$ cat config.mk
export PLATFORM = sky130hd
export DESIGN_NAME = fetch_exec_ctrl
export DESIGN_NICKNAME = d
export VERILOG_FILES = /design/src/rtl/fec_pkg.sv /design/src/rtl/fec_next_pc.sv /design/src/rtl/fec_pc_reg.sv /design/src/rtl/fec_exec_latch.sv /design/src/rtl/fetch_exec_ctrl.sv
export SDC_FILE = /design/constraint.sdc
export NUM_CORES = 1
export LEC_CHECK = 0
export BUFFER_PORTS_ARGS = -buffer_cell sky130_fd_sc_hd__buf_2
export CORE_UTILIZATION = 41
export CTS_CLUSTER_DIAMETER = 40
export DETAILED_ROUTE_END_ITERATION = 10
export GPL_ROUTABILITY_DRIVEN = 0
export HOLD_SLACK_MARGIN = 0.1
export PLACE_DENSITY = 0.77
export SETUP_SLACK_MARGIN = 0.02
export SYNTH_ARGS = -nofsm -noshare
export SYNTH_HDL_FRONTEND = slang
export SYNTH_SLANG_ARGS = --single-unit
$ cat constraint.sdc
create_clock -name clk -period 2.1 [get_ports clk]
set_input_delay 0.42 -clock clk [delete_from_list [all_inputs] [get_ports clk]]
set_output_delay 0.42 -clock clk [all_outputs]
set_load 0.1 [all_outputs]
$ cat src/rtl/fec_pkg.sv
package fec_pkg;

  // Source of the next program counter.
  typedef enum logic [1:0] {
    SRC_SEQ    = 2'd0,
    SRC_BRANCH = 2'd1,
    SRC_JUMP   = 2'd2
  } pc_src_e;

  // The no-operation word swapped in for a removed instruction.
  localparam logic [31:0] NOP_WORD = 32'h0000_0000;

endpackage

$ cat src/rtl/fec_next_pc.sv
module fec_next_pc
  import fec_pkg::*;
#(
  parameter int unsigned XLEN = 32,
  parameter int unsigned STEP = 4
) (
  input  logic [XLEN-1:0] pc_q,
  input  logic            br_taken,
  input  logic            jump,
  input  logic [XLEN-1:0] target,
  output logic [XLEN-1:0] pc_d,
  output logic            kill,
  output pc_src_e         src
);

  function automatic logic [XLEN-1:0] pc_step(input logic [XLEN-1:0] pc);
    return pc + XLEN'(STEP);
  endfunction

  // A jump wins the label when both flags are set; the target is the same.
  always_comb begin
    if (jump)          src = SRC_JUMP;
    else if (br_taken) src = SRC_BRANCH;
    else               src = SRC_SEQ;
  end

  assign kill = (src != SRC_SEQ);

  always_comb begin
    unique case (src)
      SRC_JUMP, SRC_BRANCH: pc_d = target;
      default:              pc_d = pc_step(pc_q);
    endcase
  end

endmodule

$ cat src/rtl/fec_pc_reg.sv
module fec_pc_reg #(
  parameter int unsigned XLEN     = 32,
  parameter logic [31:0] RESET_PC = 32'h0000_0000
) (
  input  logic            clk,
  input  logic            rst_n,
  input  logic [XLEN-1:0] pc_d,
  output logic [XLEN-1:0] pc_q
);

  always_ff @(posedge clk) begin
    if (!rst_n) pc_q <= XLEN'(RESET_PC);
    else        pc_q <= pc_d;
  end

endmodule

$ cat src/rtl/fec_exec_latch.sv
module fec_exec_latch
  import fec_pkg::*;
#(
  parameter int unsigned XLEN = 32,
  parameter int unsigned ILEN = 32,
  parameter int unsigned STEP = 4
) (
  input  logic            clk,
  input  logic            rst_n,
  input  logic            kill,
  input  logic [ILEN-1:0] fetch_word,
  input  logic [XLEN-1:0] fetch_pc,
  output logic [ILEN-1:0] ex_word,
  output logic [XLEN-1:0] ex_pc,
  output logic [XLEN-1:0] ex_link
);

  logic [ILEN-1:0] word_d;
  logic [XLEN-1:0] pc_d;

  // Kill multiplexer: the wrong-path word and its address are dropped.
  assign word_d = kill ? ILEN'(NOP_WORD) : fetch_word;
  assign pc_d   = kill ? '0 : fetch_pc;

  always_ff @(posedge clk) begin
    if (!rst_n) begin
      ex_word <= ILEN'(NOP_WORD);
      ex_pc   <= '0;
    end else begin
      ex_word <= word_d;
      ex_pc   <= pc_d;
    end
  end

  assign ex_link = ex_pc + XLEN'(STEP);

  AST_PASS_WORD: assert property (@(posedge clk) disable iff (!rst_n)
    !kill |=> (ex_word == $past(fetch_word)) && (ex_pc == $past(fetch_pc)));

  AST_KILL_NOP: assert property (@(posedge clk) disable iff (!rst_n)
    kill |=> (ex_word == '0));

  AST_KILL_PC: assert property (@(posedge clk) disable iff (!rst_n)
    kill |=> (ex_pc == '0));

endmodule

$ cat src/rtl/fetch_exec_ctrl.sv
module fetch_exec_ctrl
  import fec_pkg::*;
#(
  parameter int unsigned XLEN     = 32,
  parameter int unsigned ILEN     = 32,
  parameter int unsigned STEP     = 4,
  parameter logic [31:0] RESET_PC = 32'h0000_0000
) (
  input  logic            clk,
  input  logic            rst_n,
  input  logic [ILEN-1:0] instr_i,
  input  logic            br_taken_i,
  input  logic            jump_i,
  input  logic [XLEN-1:0] target_i,
  output logic [XLEN-1:0] fetch_addr_o,
  output logic [ILEN-1:0] ex_instr_o,
  output logic [XLEN-1:0] ex_pc_o,
  output logic [XLEN-1:0] ex_link_o
);

  logic [XLEN-1:0] pc_q;
  logic [XLEN-1:0] pc_d;
  logic            kill_w;
  pc_src_e         src_w;

  fec_next_pc #(.XLEN(XLEN), .STEP(STEP)) u_next (
    .pc_q     (pc_q),
    .br_taken (br_taken_i),
    .jump     (jump_i),
    .target   (target_i),
    .pc_d     (pc_d),
    .kill     (kill_w),
    .src      (src_w)
  );

  fec_pc_reg #(.XLEN(XLEN), .RESET_PC(RESET_PC)) u_pc (
    .clk   (clk),
    .rst_n (rst_n),
    .pc_d  (pc_d),
    .pc_q  (pc_q)
  );

  assign fetch_addr_o = pc_q;

  fec_exec_latch #(.XLEN(XLEN), .ILEN(ILEN), .STEP(STEP)) u_ex (
    .clk        (clk),
    .rst_n      (rst_n),
    .kill       (kill_w),
    .fetch_word (instr_i),
    .fetch_pc   (pc_q),
    .ex_word    (ex_instr_o),
    .ex_pc      (ex_pc_o),
    .ex_link    (ex_link_o)
  );

  AST_SEQ_ADVANCE: assert property (@(posedge clk) disable iff (!rst_n)
    (!br_taken_i && !jump_i) |=> (fetch_addr_o == $past(fetch_addr_o) + XLEN'(4)));

  AST_REDIRECT_TARGET: assert property (@(posedge clk) disable iff (!rst_n)
    (br_taken_i || jump_i) |=> (fetch_addr_o == $past(target_i)));

  AST_DUAL_ONE_KILL: assert property (@(posedge clk) disable iff (!rst_n)
    (br_taken_i && jump_i) |=> (ex_instr_o == '0 && fetch_addr_o == $past(target_i)));

  AST_LINK: assert property (@(posedge clk) disable iff (!rst_n)
    $stable(ex_pc_o) |-> $stable(ex_link_o));

  AST_KILL_ONLY_ON_FLAG: assert property (@(posedge clk) disable iff (!rst_n)
    kill_w |-> (br_taken_i || jump_i));

endmodule

# --- Word level (Yosys, flattened, before mapping) ---
# Index checks and enable logic that the tools add are counted.
# W data, S select, Z words.
word_totals:
  out_inout_bits: 128
  elab_cells: 14
  register_bits: 96
  input_bits: 68
classes:
  addsub: 2
  n_reduce_logical: 3
  eq_ne: 2
  bitwise: 1
  n_mux: 3
op_table:
  columns: ["op", "count"]
  rows:
  - ["$add A32 B3 Y32 const B", 2]
  - ["$mux W32", 1]
  - ["$reduce_or A2 Y1", 2]
  - ["$eq A2 B1 Y1 const B", 1]
  - ["$eq A2 B2 Y1 const B", 1]
  - ["$mux W2", 1]
  - ["$reduce_bool A2 Y1", 1]
  - ["$mux W1", 1]
  - ["$not A1 Y1", 1]

# --- Depth between registers and ports, before layout ---
logic_depth:
  ltp_word: 5
  depth_mapped: 6

# --- Hierarchy ---
# From an unflattened synthesis, not the netlist that was laid out.
unflattened:
  cells_unflattened: 463
  hier_area_um2: 4194.0
by_module_without_submodules:
  columns: ["module", "instances", "cells_each", "seq_area_each_um2", "area_each_um2"]
  rows:
  - ["fec_exec_latch", 1, 219, 1281.2, 2294.7]
  - ["fec_next_pc", 1, 177, 0.0, 1003.5]
  - ["fec_pc_reg", 1, 67, 640.6, 895.9]

# --- Least setup slack after synthesis ---
# No wires, ideal clock.
synth_timing:
  path_kind: "register to output"
  from: "register u_ex.ex_pc[2]"
  to: "output ex_link_o[24]"
  path_slack_ns: -2.205
  path_stages_with_launch: 6
  required_ns: 1.680
  arrival_ns: 3.885
  n_path_buf: 0
  cell_sequence: "dfxtp_1 -> ha_1 -> nand4_1 -> nor3_1 -> nand4_1 -> xnor2_1"
synth_via:
  elab_chain_cells: 1
synth_rtl:
  columns: ["element", "line", "source"]
  rows:
  - ["start, declared", "fec_exec_latch.sv:14", "output logic [XLEN-1:0] ex_pc,"]
  - ["start signal, assigned", "fec_exec_latch.sv:31", "ex_pc <= pc_d;"]
  - ["$add A32 B3 Y32", "fec_exec_latch.sv:35", "assign ex_link = ex_pc + XLEN'(STEP);"]
  - ["end, declared", "fetch_exec_ctrl.sv:18", "output logic [XLEN-1:0] ex_link_o"]
# Every way passes these cells.

# --- Worst setup path in the final report ---
layout_timing:
  from: "register u_ex.ex_pc[22]"
  to: "output ex_link_o[31]"
# Same word-level chain as after synthesis.

==> metrics.cfg <==
[global_route]
antenna_found_initial = 0
grt_first_pass_wirelength_um = 19300
grt_overflow = 0
grt_start_max_net_pins = 44
grt_use_total_pct = 24.5
grt_pass1_vias = 4034

[synth]
synth.top_cell.area_share_pct = 49.1
synth_cell_types = 41
syn-mean-instance-area_um2 = 9.33
yosys_register_bits = 96
yosysTopAreaCell = dfxtp_1
synth.area.top_cells = dfxtp_1, and2_1, xnor2_1, nand3_1, nand2_1
yosys.area_share.simple_pct = 29.5
synthCells = 420
synth_top_family_by_area = simple AND/OR/NAND/NOR gates
ys_seq_area_share_pct = 49.1
synth_nets = 490
synth_fa_ha_area_share_pct = 0.639
muxShareOfSynthArea_pct = 0
syn-cell-area_um2 = 3920
synth-compound-area-share_pct = 7.92
ys_warn_count = 0
synth_xor_area_share_pct = 9.17

[sta]
rsz0062_at_grt = true
finalCriticalPeriod_ps = 2480
fmax_ghz = 0.402
setup_viol_count_final = 22
hold_viol_final = 0
fin_skew_ps = 13.8
totalNegativeSetupSlack_ps = -5700
worst_pin_slew_ps = 908
timing.final.ws_setup_ps = -385
slew_headroom_pct = 39.5
period_share_pct = 118
slew_violations = 0

[status]
status = finished with violations
failed_checks = setup timing

[pwr]
p_leak_uw = 0.00313
vdd_drop_max_mv = 0.509
power_density_nw_per_um2 = 608
intPower_uw = 2700
pwr-share-clk_pct = 30.2
switchingPower_uw = 1440
seqPwrFrac_pct = 47.3
combPwrFrac_pct = 22.4
switching_share_pct = 34.7

[place]
port-buffer-count = 195
dpl_cell_area_um2 = 6270
place_hpwl_um = 9300
dp_slack_ps = -59.4
dpl.cell_count = 754

[cts]
cts_hold_buf = 0
cts_tree = yes
h-tree-depth = 3
cts.path.max_buffers = 2
cts_buffers = 9
cts.sinks = 96
clk_latency_ps = 350
clk_pin_slew_ps = 100
cts-root-buf = clkbuf_8

[routing]
drtAntennaViolNets = 0
totalWireLength_um = 12300
firstDrtPassIters = 5
detail_route.iter0.violations = 258
avgViaCountPerCell = 5.18
routedWlPerCell_um = 15.6
via_count = 4074
remaining_drc_errors = 0

[layout]
multi_input_area_um2 = 2550
layout.nets = 722
area_growth_pct = 73.8
drive_gt1_share_pct = 55.9
fillerInstances = 650
final_area_um2 = 6810
antenna_cells = 0
register_area_um2 = 2080
final_common_cell = buf_2
fin_cells = 786
final_cell_mix = buf_2, and2_1, dfxtp_1, dfxtp_4, buf_4

[worst_setup_path]
critPathArrivalTime_ps = 2060
critPathKind = reg2out
crit_path_start_kind = flip-flop
crit_path_end_kind = output port
crit_required_ps = 1680
cp_max_fo = 7

[floorplanning]
die_x_um = 99.8
initial_utilization_pct = 42.4
design.portCount = 196
dieArea_um2 = 9950
die_h_um = 99.8
fp-row-count = 35
core_area_um2 = 9240

[min_path]
hold_class = in2reg

[flow_run]
max_cap_violations = 0

-- repair_timing --
action                     in CTS  in global routing
setup endpoints to repair      24                 27
buffers inserted                6                 10
cloned                          0                  0
pin swaps                      24                 16
resized for setup              32                 14
-- sequential cells by signal (all words and copies together) (netlist names) --
register	count
u_ex.ex_pc	32
u_ex.ex_word	32
u_pc.pc_q	32
-- final cells by class --
| type | count | share of cell area (%) |
|---|---|---|
| tap | 129 | 2.37 |
| timing repair buffer | 242 | 26.1 |
| multi-input combinational | 295 | 37.5 |
| clock inverter | 5 | 0.863 |
| clock buffer | 11 | 2.24 |
| inverter | 8 | 0.441 |
| sequential | 96 | 30.5 |
-- metal layers --
| metal | global-route usage [%] | part of all wire (%) |
|---|---|---|
| met1 | 29.3 | 40 |
| met2 | 43.4 | 51 |
| met3 | 4.92 | 6.4 |
| met4 | 8.60 | 2.9 |
| met5 | 0 | 0 |
-- stage by stage --
step | power [uW] | hold slack (ps) | utilization, %
after CTS | 4170 | 246 | 72.1
final | 4140 | 259 | 73.7
after detailed placement | 2930 | 490 | 67.9
after global routing | 4300 | 244 | 73.7
after floorplan | 2700 | 528 | -
after global placement | 2910 | 461 | 67.9
-- cell families (layout without fill, tap and decap cells) --
group,after synthesis,after routing
AOI/OAI and AO/OA,42,42
and+or+nand+nor,210,210
buffers and inverters,29,266
DFF,96,96
xor gates and xnor gates,41,41
adders and majority gates,2,2
-- path summary, 6_finish.rpt --
kind                                      from  cells after the start              end  slack (ps)
worst max-delay path            u_ex.ex_pc[22]                      6    ex_link_o[31]        -380
worst min-delay path                instr_i[1]                      2  u_ex.ex_word[1]         260
worst max register to register    u_pc.pc_q[4]                      4    u_pc.pc_q[29]          90
worst min register to register    u_pc.pc_q[1]                      1    u_ex.ex_pc[1]         510
-- cells in the mapped netlist, drive strengths merged --
cell type / number
a21boi: 1
a21o: 2
a221o: 9
a22o: 1
a2bb2oi: 1
a31oi: 1
a32oi: 3
and2: 59
and3: 8
and4: 2
buf: 5
clkbuf: 15
dfxtp: 96
dlygate4sd3: 1
ha: 2
inv: 8
nand2: 34
nand3: 36
nand4: 21
nor2: 18
nor3: 11
nor3b: 1
nor4: 15
o211ai: 2
o21a: 1
o21ai: 17
o31a: 1
o31ai: 1
o41a: 2
or2: 1
or3b: 1
or4: 3
xnor2: 32
xor2: 9
-- critical path, stage by stage (launching register included) --
cell and delay [ps]:
dfxtp_4 400, nand4_1 170, nor4_4 310, buf_6 180
nand4_1 220, xnor2_4 250, buf_12 190
-- power groups by stage --
stage          clock network [uW]  registers (uW)  logic (uW)
3_3_place_gp                    0            2000         913
3_5_place_dp                    0            2000         922
6_report                     1250            1960         929
4_1_cts                      1280            1960         927
5_1_grt                      1360            1970         961
2_1_floorplan                   0            2480         217
Power figures use the tool's default switching activity.
